**src/rtl/serial_eeprom_seq_pkg.sv**
```systemverilog
package serial_eeprom_seq_pkg;

  typedef enum logic [1:0] {
    FR_WREN  = 2'd0,
    FR_WRITE = 2'd1,
    FR_WRDS  = 2'd2,
    FR_READ  = 2'd3
  } frame_e;

  typedef enum logic [3:0] {
    ST_IDLE, ST_QUIET, ST_SEL, ST_LO, ST_HI,
    ST_GAP, ST_RESEL, ST_POLL, ST_END
  } state_e;

  // strobes from control to datapath
  typedef struct packed {
    logic   capture;  // latch request fields
    logic   load;     // load shifter with current frame
    logic   shift;    // advance shifter one bit
    logic   sample;   // shift eeDin into read word
    logic   drive;    // present shifter MSB on data out
    frame_e frame;
  } strobe_t;

endpackage

```
**src/rtl/serial_eeprom_seq_datapath.sv**
```systemverilog
module serial_eeprom_seq_datapath
  import serial_eeprom_seq_pkg::*;
#(
  parameter int ADDR_W = 8,
  parameter int DATA_W = 16
) (
  input  logic              clk,
  input  logic              rstN,
  input  strobe_t           strobes,
  input  logic [ADDR_W-1:0] wordAddr,
  input  logic [DATA_W-1:0] wrData,
  input  logic              din,
  output logic              dout,
  output logic [DATA_W-1:0] rdData
);
  localparam int CMD_LEN  = 3 + ADDR_W;
  localparam int FULL_LEN = CMD_LEN + DATA_W;

  logic [ADDR_W-1:0]   addrQ;
  logic [DATA_W-1:0]   dataQ;
  logic [FULL_LEN-1:0] shiftReg;
  logic [CMD_LEN-1:0]  head;

  // command word: start bit, opcode, address
  always_comb begin
    unique case (strobes.frame)
      FR_WREN:  head = {3'b100, 2'b11, {(ADDR_W-2){1'b0}}};
      FR_WRITE: head = {3'b101, addrQ};
      FR_WRDS:  head = {3'b100, {ADDR_W{1'b0}}};
      default:  head = {3'b110, addrQ};
    endcase
  end

  always_ff @(posedge clk) begin
    if (!rstN) begin
      addrQ    <= '0;
      dataQ    <= '0;
      shiftReg <= '0;
      rdData   <= '0;
    end else begin
      if (strobes.capture) begin
        addrQ <= wordAddr;
        dataQ <= wrData;
      end
      if (strobes.load)
        shiftReg <= {head, (strobes.frame == FR_WRITE) ? dataQ : {DATA_W{1'b0}}};
      else if (strobes.shift)
        shiftReg <= {shiftReg[FULL_LEN-2:0], 1'b0};
      if (strobes.sample)
        rdData <= {rdData[DATA_W-2:0], din};
    end
  end

  assign dout = strobes.drive & shiftReg[FULL_LEN-1];

endmodule

```
**src/rtl/serial_eeprom_seq_control.sv**
```systemverilog
module serial_eeprom_seq_control
  import serial_eeprom_seq_pkg::*;
#(
  parameter int CLK_DIV    = 4,
  parameter int POLL_GAP   = 1250,
  parameter int POLL_LIMIT = 20000,
  parameter int CMD_LEN    = 11,
  parameter int DATA_W     = 16
) (
  input  logic    clk,
  input  logic    rstN,
  input  logic    start,
  input  logic    isWrite,
  input  logic    din,
  output strobe_t strobes,
  output logic    cs,
  output logic    sclk,
  output logic    dinEn,
  output logic    done,
  output logic    timedOut
);
  localparam int FULL_LEN = CMD_LEN + DATA_W;
  localparam int DIV_W    = $clog2(CLK_DIV + 1);
  localparam int GAP_W    = $clog2(POLL_GAP + 1);
  localparam int CNT_W    = $clog2(POLL_LIMIT + 1);
  localparam int REM_W    = $clog2(FULL_LEN + 1);
  localparam logic [DIV_W-1:0] DIV_LAST  = DIV_W'(CLK_DIV - 1);
  localparam logic [GAP_W-1:0] GAP_LAST  = GAP_W'(POLL_GAP - 1);
  localparam logic [CNT_W-1:0] POLL_LAST = CNT_W'(POLL_LIMIT - 1);

  state_e            state;
  frame_e            frame;
  logic [DIV_W-1:0]  divCnt;
  logic [GAP_W-1:0]  pollTimer;
  logic [CNT_W-1:0]  pollCount;
  logic [REM_W-1:0]  remaining;
  logic              tick;
  logic              bitPhase;
  logic              receiving;

  assign tick      = (divCnt == DIV_LAST);
  assign bitPhase  = (state == ST_LO) || (state == ST_HI);
  assign receiving = (frame == FR_READ) && (remaining <= REM_W'(DATA_W));

  always_ff @(posedge clk) begin
    if (!rstN) begin
      state     <= ST_IDLE;
      frame     <= FR_READ;
      divCnt    <= '0;
      pollTimer <= '0;
      pollCount <= '0;
      remaining <= '0;
      done      <= 1'b0;
      timedOut  <= 1'b0;
    end else begin
      done <= 1'b0;
      if (state == ST_IDLE || state == ST_POLL || tick) divCnt <= '0;
      else                                              divCnt <= divCnt + 1'b1;
      unique case (state)
        ST_IDLE: if (start) begin
          state    <= ST_QUIET;
          frame    <= isWrite ? FR_WREN : FR_READ;
          timedOut <= 1'b0;
        end
        ST_QUIET: if (tick) state <= ST_SEL;
        ST_SEL: if (tick) begin
          state     <= ST_LO;
          remaining <= (frame == FR_WRITE || frame == FR_READ) ? REM_W'(FULL_LEN)
                                                               : REM_W'(CMD_LEN);
        end
        ST_LO: if (tick) state <= ST_HI;
        ST_HI: if (tick) begin
          remaining <= remaining - 1'b1;
          if (remaining == REM_W'(1)) begin
            unique case (frame)
              FR_WREN:  begin frame <= FR_WRITE; state <= ST_QUIET; end
              FR_WRITE: state <= ST_GAP;
              default:  state <= ST_END;
            endcase
          end else begin
            state <= ST_LO;
          end
        end
        ST_GAP: if (tick) state <= ST_RESEL;
        ST_RESEL: if (tick) begin
          state     <= ST_POLL;
          pollTimer <= '0;
          pollCount <= '0;
        end
        ST_POLL: begin
          if (pollTimer == GAP_LAST) begin
            pollTimer <= '0;
            if (din) begin
              frame <= FR_WRDS;
              state <= ST_QUIET;
            end else if (pollCount == POLL_LAST) begin
              timedOut <= 1'b1;
              frame    <= FR_WRDS;
              state    <= ST_QUIET;
            end else begin
              pollCount <= pollCount + 1'b1;
            end
          end else begin
            pollTimer <= pollTimer + 1'b1;
          end
        end
        ST_END: if (tick) begin
          state <= ST_IDLE;
          done  <= 1'b1;
        end
        default: state <= ST_IDLE;
      endcase
    end
  end

  always_comb begin
    strobes.capture = (state == ST_IDLE) && start;
    strobes.load    = (state == ST_QUIET) && tick;
    strobes.shift   = (state == ST_HI) && tick;
    strobes.sample  = (state == ST_HI) && tick && receiving;
    strobes.drive   = bitPhase;
    strobes.frame   = frame;
  end

  assign cs    = (state == ST_SEL) || bitPhase || (state == ST_RESEL) || (state == ST_POLL);
  assign sclk  = (state == ST_HI);
  assign dinEn = bitPhase && receiving;

endmodule

```
**src/rtl/serial_eeprom_seq.sv**
```systemverilog
module serial_eeprom_seq
  import serial_eeprom_seq_pkg::*;
#(
  parameter int CLK_DIV    = 4,
  parameter int POLL_GAP   = 1250,
  parameter int POLL_LIMIT = 20000,
  parameter int ADDR_W     = 8,
  parameter int DATA_W     = 16
) (
  input  logic              clk,
  input  logic              rstN,
  input  logic              start,
  input  logic              isWrite,
  input  logic [ADDR_W:0]   byteOffset,
  input  logic [DATA_W-1:0] wrData,
  output logic [DATA_W-1:0] rdData,
  output logic              done,
  output logic              timedOut,
  output logic              eeCs,
  output logic              eeSclk,
  output logic              eeDout,
  input  logic              eeDin,
  output logic              eeDinEn
);
  strobe_t strobes;
  logic    unusedLsb;

  assign unusedLsb = byteOffset[0];

  serial_eeprom_seq_control #(
    .CLK_DIV(CLK_DIV), .POLL_GAP(POLL_GAP), .POLL_LIMIT(POLL_LIMIT),
    .CMD_LEN(3 + ADDR_W), .DATA_W(DATA_W)
  ) u_control (
    .clk(clk), .rstN(rstN), .start(start), .isWrite(isWrite), .din(eeDin),
    .strobes(strobes), .cs(eeCs), .sclk(eeSclk), .dinEn(eeDinEn),
    .done(done), .timedOut(timedOut)
  );

  serial_eeprom_seq_datapath #(
    .ADDR_W(ADDR_W), .DATA_W(DATA_W)
  ) u_datapath (
    .clk(clk), .rstN(rstN), .strobes(strobes), .wordAddr(byteOffset[ADDR_W:1]),
    .wrData(wrData), .din(eeDin), .dout(eeDout), .rdData(rdData)
  );

endmodule

```
**config.mk**
```make
export PLATFORM = sky130hd
export DESIGN_NAME = serial_eeprom_seq
export DESIGN_NICKNAME = d
export VERILOG_FILES = /design/src/rtl/serial_eeprom_seq_pkg.sv /design/src/rtl/serial_eeprom_seq_datapath.sv /design/src/rtl/serial_eeprom_seq_control.sv /design/src/rtl/serial_eeprom_seq.sv
export SDC_FILE = /design/constraint.sdc
export NUM_CORES = 1
export LEC_CHECK = 0
export BUFFER_PORTS_ARGS = -buffer_cell sky130_fd_sc_hd__buf_2
export CAP_MARGIN = 20
export CORE_MARGIN = 1
export CORE_UTILIZATION = 61
export CTS_BUF_LIST = sky130_fd_sc_hd__clkbuf_4
export DETAILED_ROUTE_END_ITERATION = 8
export PLACE_DENSITY = 0.82
export SLEW_MARGIN = 10
export SYNTH_ARGS = -nofsm -noshare
export SYNTH_HDL_FRONTEND = slang
export SYNTH_SLANG_ARGS = --single-unit
```
**constraint.sdc**
```tcl
create_clock -name clk -period 2.6 [get_ports clk]
set_clock_uncertainty 0.2 [all_clocks]
set_input_delay 0.13 -clock clk [delete_from_list [all_inputs] [get_ports clk]]
set_output_delay 0.13 -clock clk [all_outputs]
set_load 0.01 [all_outputs]
```
==> summary.txt <==
Critical path
  • Register-to-Register Path Depth: 7
  • Critical Path End: eeDinEn
  • CP max FO: 3
  • CP Capture Type: primary output
  • Worst Setup SP: u_control.remaining[0]
  • Required time of the critical path: 2.27 ns
  • CP arrival: 2.19 ns
  • Worst Setup Start Kind: flop
  • Worst reg2reg path startpoint: u_control.pollTimer[0]
  • Flop2flop setup slack: 0.18 ns
  • Crit Path Class: reg2out
  • Worst reg2reg path endpoint: u_control.pollCount[11]

Logic synthesis
  • Cell Area, Synth: 0.00492 mm2
  • Post-synthesis adder-cell area fraction: 1.78%
  • Yosys warnings: 0
  • EDFF count, synth: 0
  • Compound-cell area share of the yosys netlist: 23.6%
  • Mean area per synthesized cell: 8.02 um2
  • Cells after Synth: 613
  • Mux cell area share after synthesis: 1.02%
  • Synth Area in XOR/XNOR: 0.712%
  • Largest family of logic cells by synthesized area: compound AO/OA/AOI/OAI gates
  • Synth Register Bits: 109
  • Post-synthesis net count: 650
  • Simple-gate area share of the yosys netlist: 23.5%
  • Sequential share of the synthesized area: 44.4%
  • Top FF cell, synth: dfxtp_1
  • Netlist cell types: 68
  • Async set or reset register ratio after synthesis: 0%

Place
  • Routability congestion estimate: 0.877
  • PortBufs: 50
  • Hpwl dp: 7370 um

Layout
  • Leading cell types in the layout, fill and taps excluded: nand2_1, dfxtp_1, a21oi_1
  • Most common cell after layout, fill and taps aside: nand2_1
  • N_diodes: 0
  • Area of the multi-input gates: 0.00250 mm2
  • Area taken by flip-flops and latches: 0.00218 mm2
  • Nets: 719
  • Final Util: 73.9%
  • Share of layout cells above drive strength 1: 15.7%
  • Layout fillers: 600
  • Area grow syn2layout: 16.7%

Floorplan
  • Die ar.: 0.00843 mm2
  • Die Span Y: 91.8 um
  • Die Wd: 91.8 um
  • Core Area: 0.00777 mm2
  • Initial Util: 63.3%
  • Row count: 32
  • I/O Pins: 52

CTS
  • Clock Path Buffers: 2
  • Post-CTS Setup Bufs: 0
  • Htree depth: 3
  • Clk_lat worst skew: 0.48 ns
  • CTS tree: built
  • Clock Pin Slew Worst Setup and Hold Paths: 0.19 ns
  • CTS buffer count: 9
  • CTS sink count: 109
  • Root Driver: clkbuf_4

Status
  • Outcome: completed

Power
  • PwrDens: 611 mW/mm2
  • P_leak: 2.14 nW
  • Max VDD drop: 0.408 mV

STA
  • Tmin final: 2.52 ns
  • Fin. Hold Viols: 0
  • Setup TNS: 0 ns
  • Max Fclk: 396 MHz
  • Period utilisation layout: 97.1%
  • Max Transition Viols Final: 0
  • Tightest Pin Transition: 0.735 ns
  • Slew margin rel.: 50.5%
  • Hold WS: 0.200 ns
  • Endpoints failing setup: 0

Route
  • Iteration-0 DRC Markers: 257
  • Via count: 4669
  • Total wire length: 11400 um
  • First-pass DRT Iterations: 5
  • Wire per inst: 14.4 um
  • Routed vias/inst: 5.92
  • DRT antenna net count: 0
  • Post-route DRC: 0

Min path
  • HP Class: in2reg
  • Hold Crit Depth: 4
  • Min-delay src: byteOffset[2]

Global routing
  • GRT Residual Overflow: 0
  • Number of global-route vias before repair: 4366
  • GRT Total Usage: 28.3%
  • Initial antenna violation count: 0
  • Pin count of the biggest net entering global routing: 51
  • First-pass GRT wire length: 19600 um

Job
  • # Max-Cap Violations: 0
==> worst max-delay path: stages (launching register included) <==
cell     delay (ns)
dfxtp_2        0.37
inv_1          0.13
ha_4           0.16
or3b_2         0.49
a21o_1         0.23
nor3_2         0.19
buf_2          0.16
==> Yosys cell counts (6+ instances only) <==
library cell | count | area share [%]
o31ai_1 | 7 | 1.1
dfxtp_1 | 109 | 44
inv_1 | 16 | 1.2
nand3_1 | 14 | 1.4
ha_1 | 7 | 1.8
a32oi_1 | 6 | 1.1
nor3_1 | 9 | 0.92
a21oi_1 | 79 | 8.0
o21ai_0 | 38 | 3.9
buf_2 | 8 | 0.81
or3_1 | 9 | 1.1
nor2_1 | 30 | 2.3
nand2_1 | 135 | 10
clkbuf_1 | 30 | 2.3
a311oi_1 | 6 | 1.1
==> power breakdown <==
| group | switching (W) | total [W] | internal [W] |
|---|---|---|---|
| logic | 0.000426 | 0.000719 | 0.000292 |
| clock network | 0.000631 | 0.000870 | 0.000239 |
| registers | 0.000133 | 0.00192 | 0.00179 |
==> kinds of logic after synthesis <==
logic type                 Yosys count
muxes                                5
adders and majority gates            7
xor gates and xnor gates             4
DFF                                109
buffers and inverters               59
and+or+nand+nor                    244
AOI/OAI and AO/OA                  185
==> worst min path at each step <==
stage | slack (ns) | end
finish | 0.20 | u_datapath.addrQ[1]
global route | 0.17 | u_datapath.addrQ[4]
CTS | 0.18 | u_datapath.addrQ[2]
detailed placement | 0.18 | u_datapath.dataQ[14]
global placement | 0.17 | u_datapath.dataQ[11]
floorplan | 0.07 | u_datapath.addrQ[0]
==> per-stage QoR <==
stage | std cells | total power (W) | worst slack [ns] | instance area (um2)
3_3_place_gp | 745 | 0.00258 | 0.310 | 5290
4_1_cts | 789 | 0.00351 | 0.0304 | 5730
2_1_floorplan | 613 | 0.00243 | 0.332 | 4920
6_report | 789 | 0.00351 | 0.0751 | 5740
3_5_place_dp | 745 | 0.00262 | 0.209 | 5290
5_1_grt | 789 | 0.00371 | -0.00437 | 5740
==> cell type report <==
| type | instances | share of cell area (%) |
|---|---|---|
| Clock buffer | 9 | 1.18 |
| Clock inverter | 7 | 1.53 |
| Sequential cell | 109 | 38.0 |
| Inverter | 17 | 1.11 |
| Timing Repair Buffer | 100 | 12.3 |
| Tap cell | 102 | 2.22 |
| Multi-Input combinational cell | 445 | 43.6 |
==> routing by layer <==
layer / vias to the layer above / routed length, um / part of all wire, % / global-route usage, %
met4: 0 / 165 / 1.5 / 10.0
met2: 125 / 5900 / 52 / 51.1
met5: - / 0 / 0 / 0
li1: 2311 / - / - / -
met1: 2214 / 4820 / 42 / 32.9
met3: 19 / 464 / 4.1 / 5.97
==> sequential cells by signal, indices dropped and copies added, names as in the netlist <==
name and count:
u_control.divCnt 3, u_control.done 1, u_control.frame 2, u_control.pollCount 15
u_control.pollTimer 11, u_control.remaining 5, u_control.state 4, u_control.timedOut 1
u_datapath.addrQ 8, u_datapath.dataQ 16, u_datapath.rdData 16, u_datapath.shiftReg 27
==> repair_timing <==
item                                    in CTS  in global routing
pin swaps                                    0                  2
resized for setup                            1                  3
hold buffers                                28                  0
endpoints found under the hold margin       59                  0
cloned                                       0                  0
endpoints found under the setup margin       1                  1
Power figures use the tool's default switching activity.
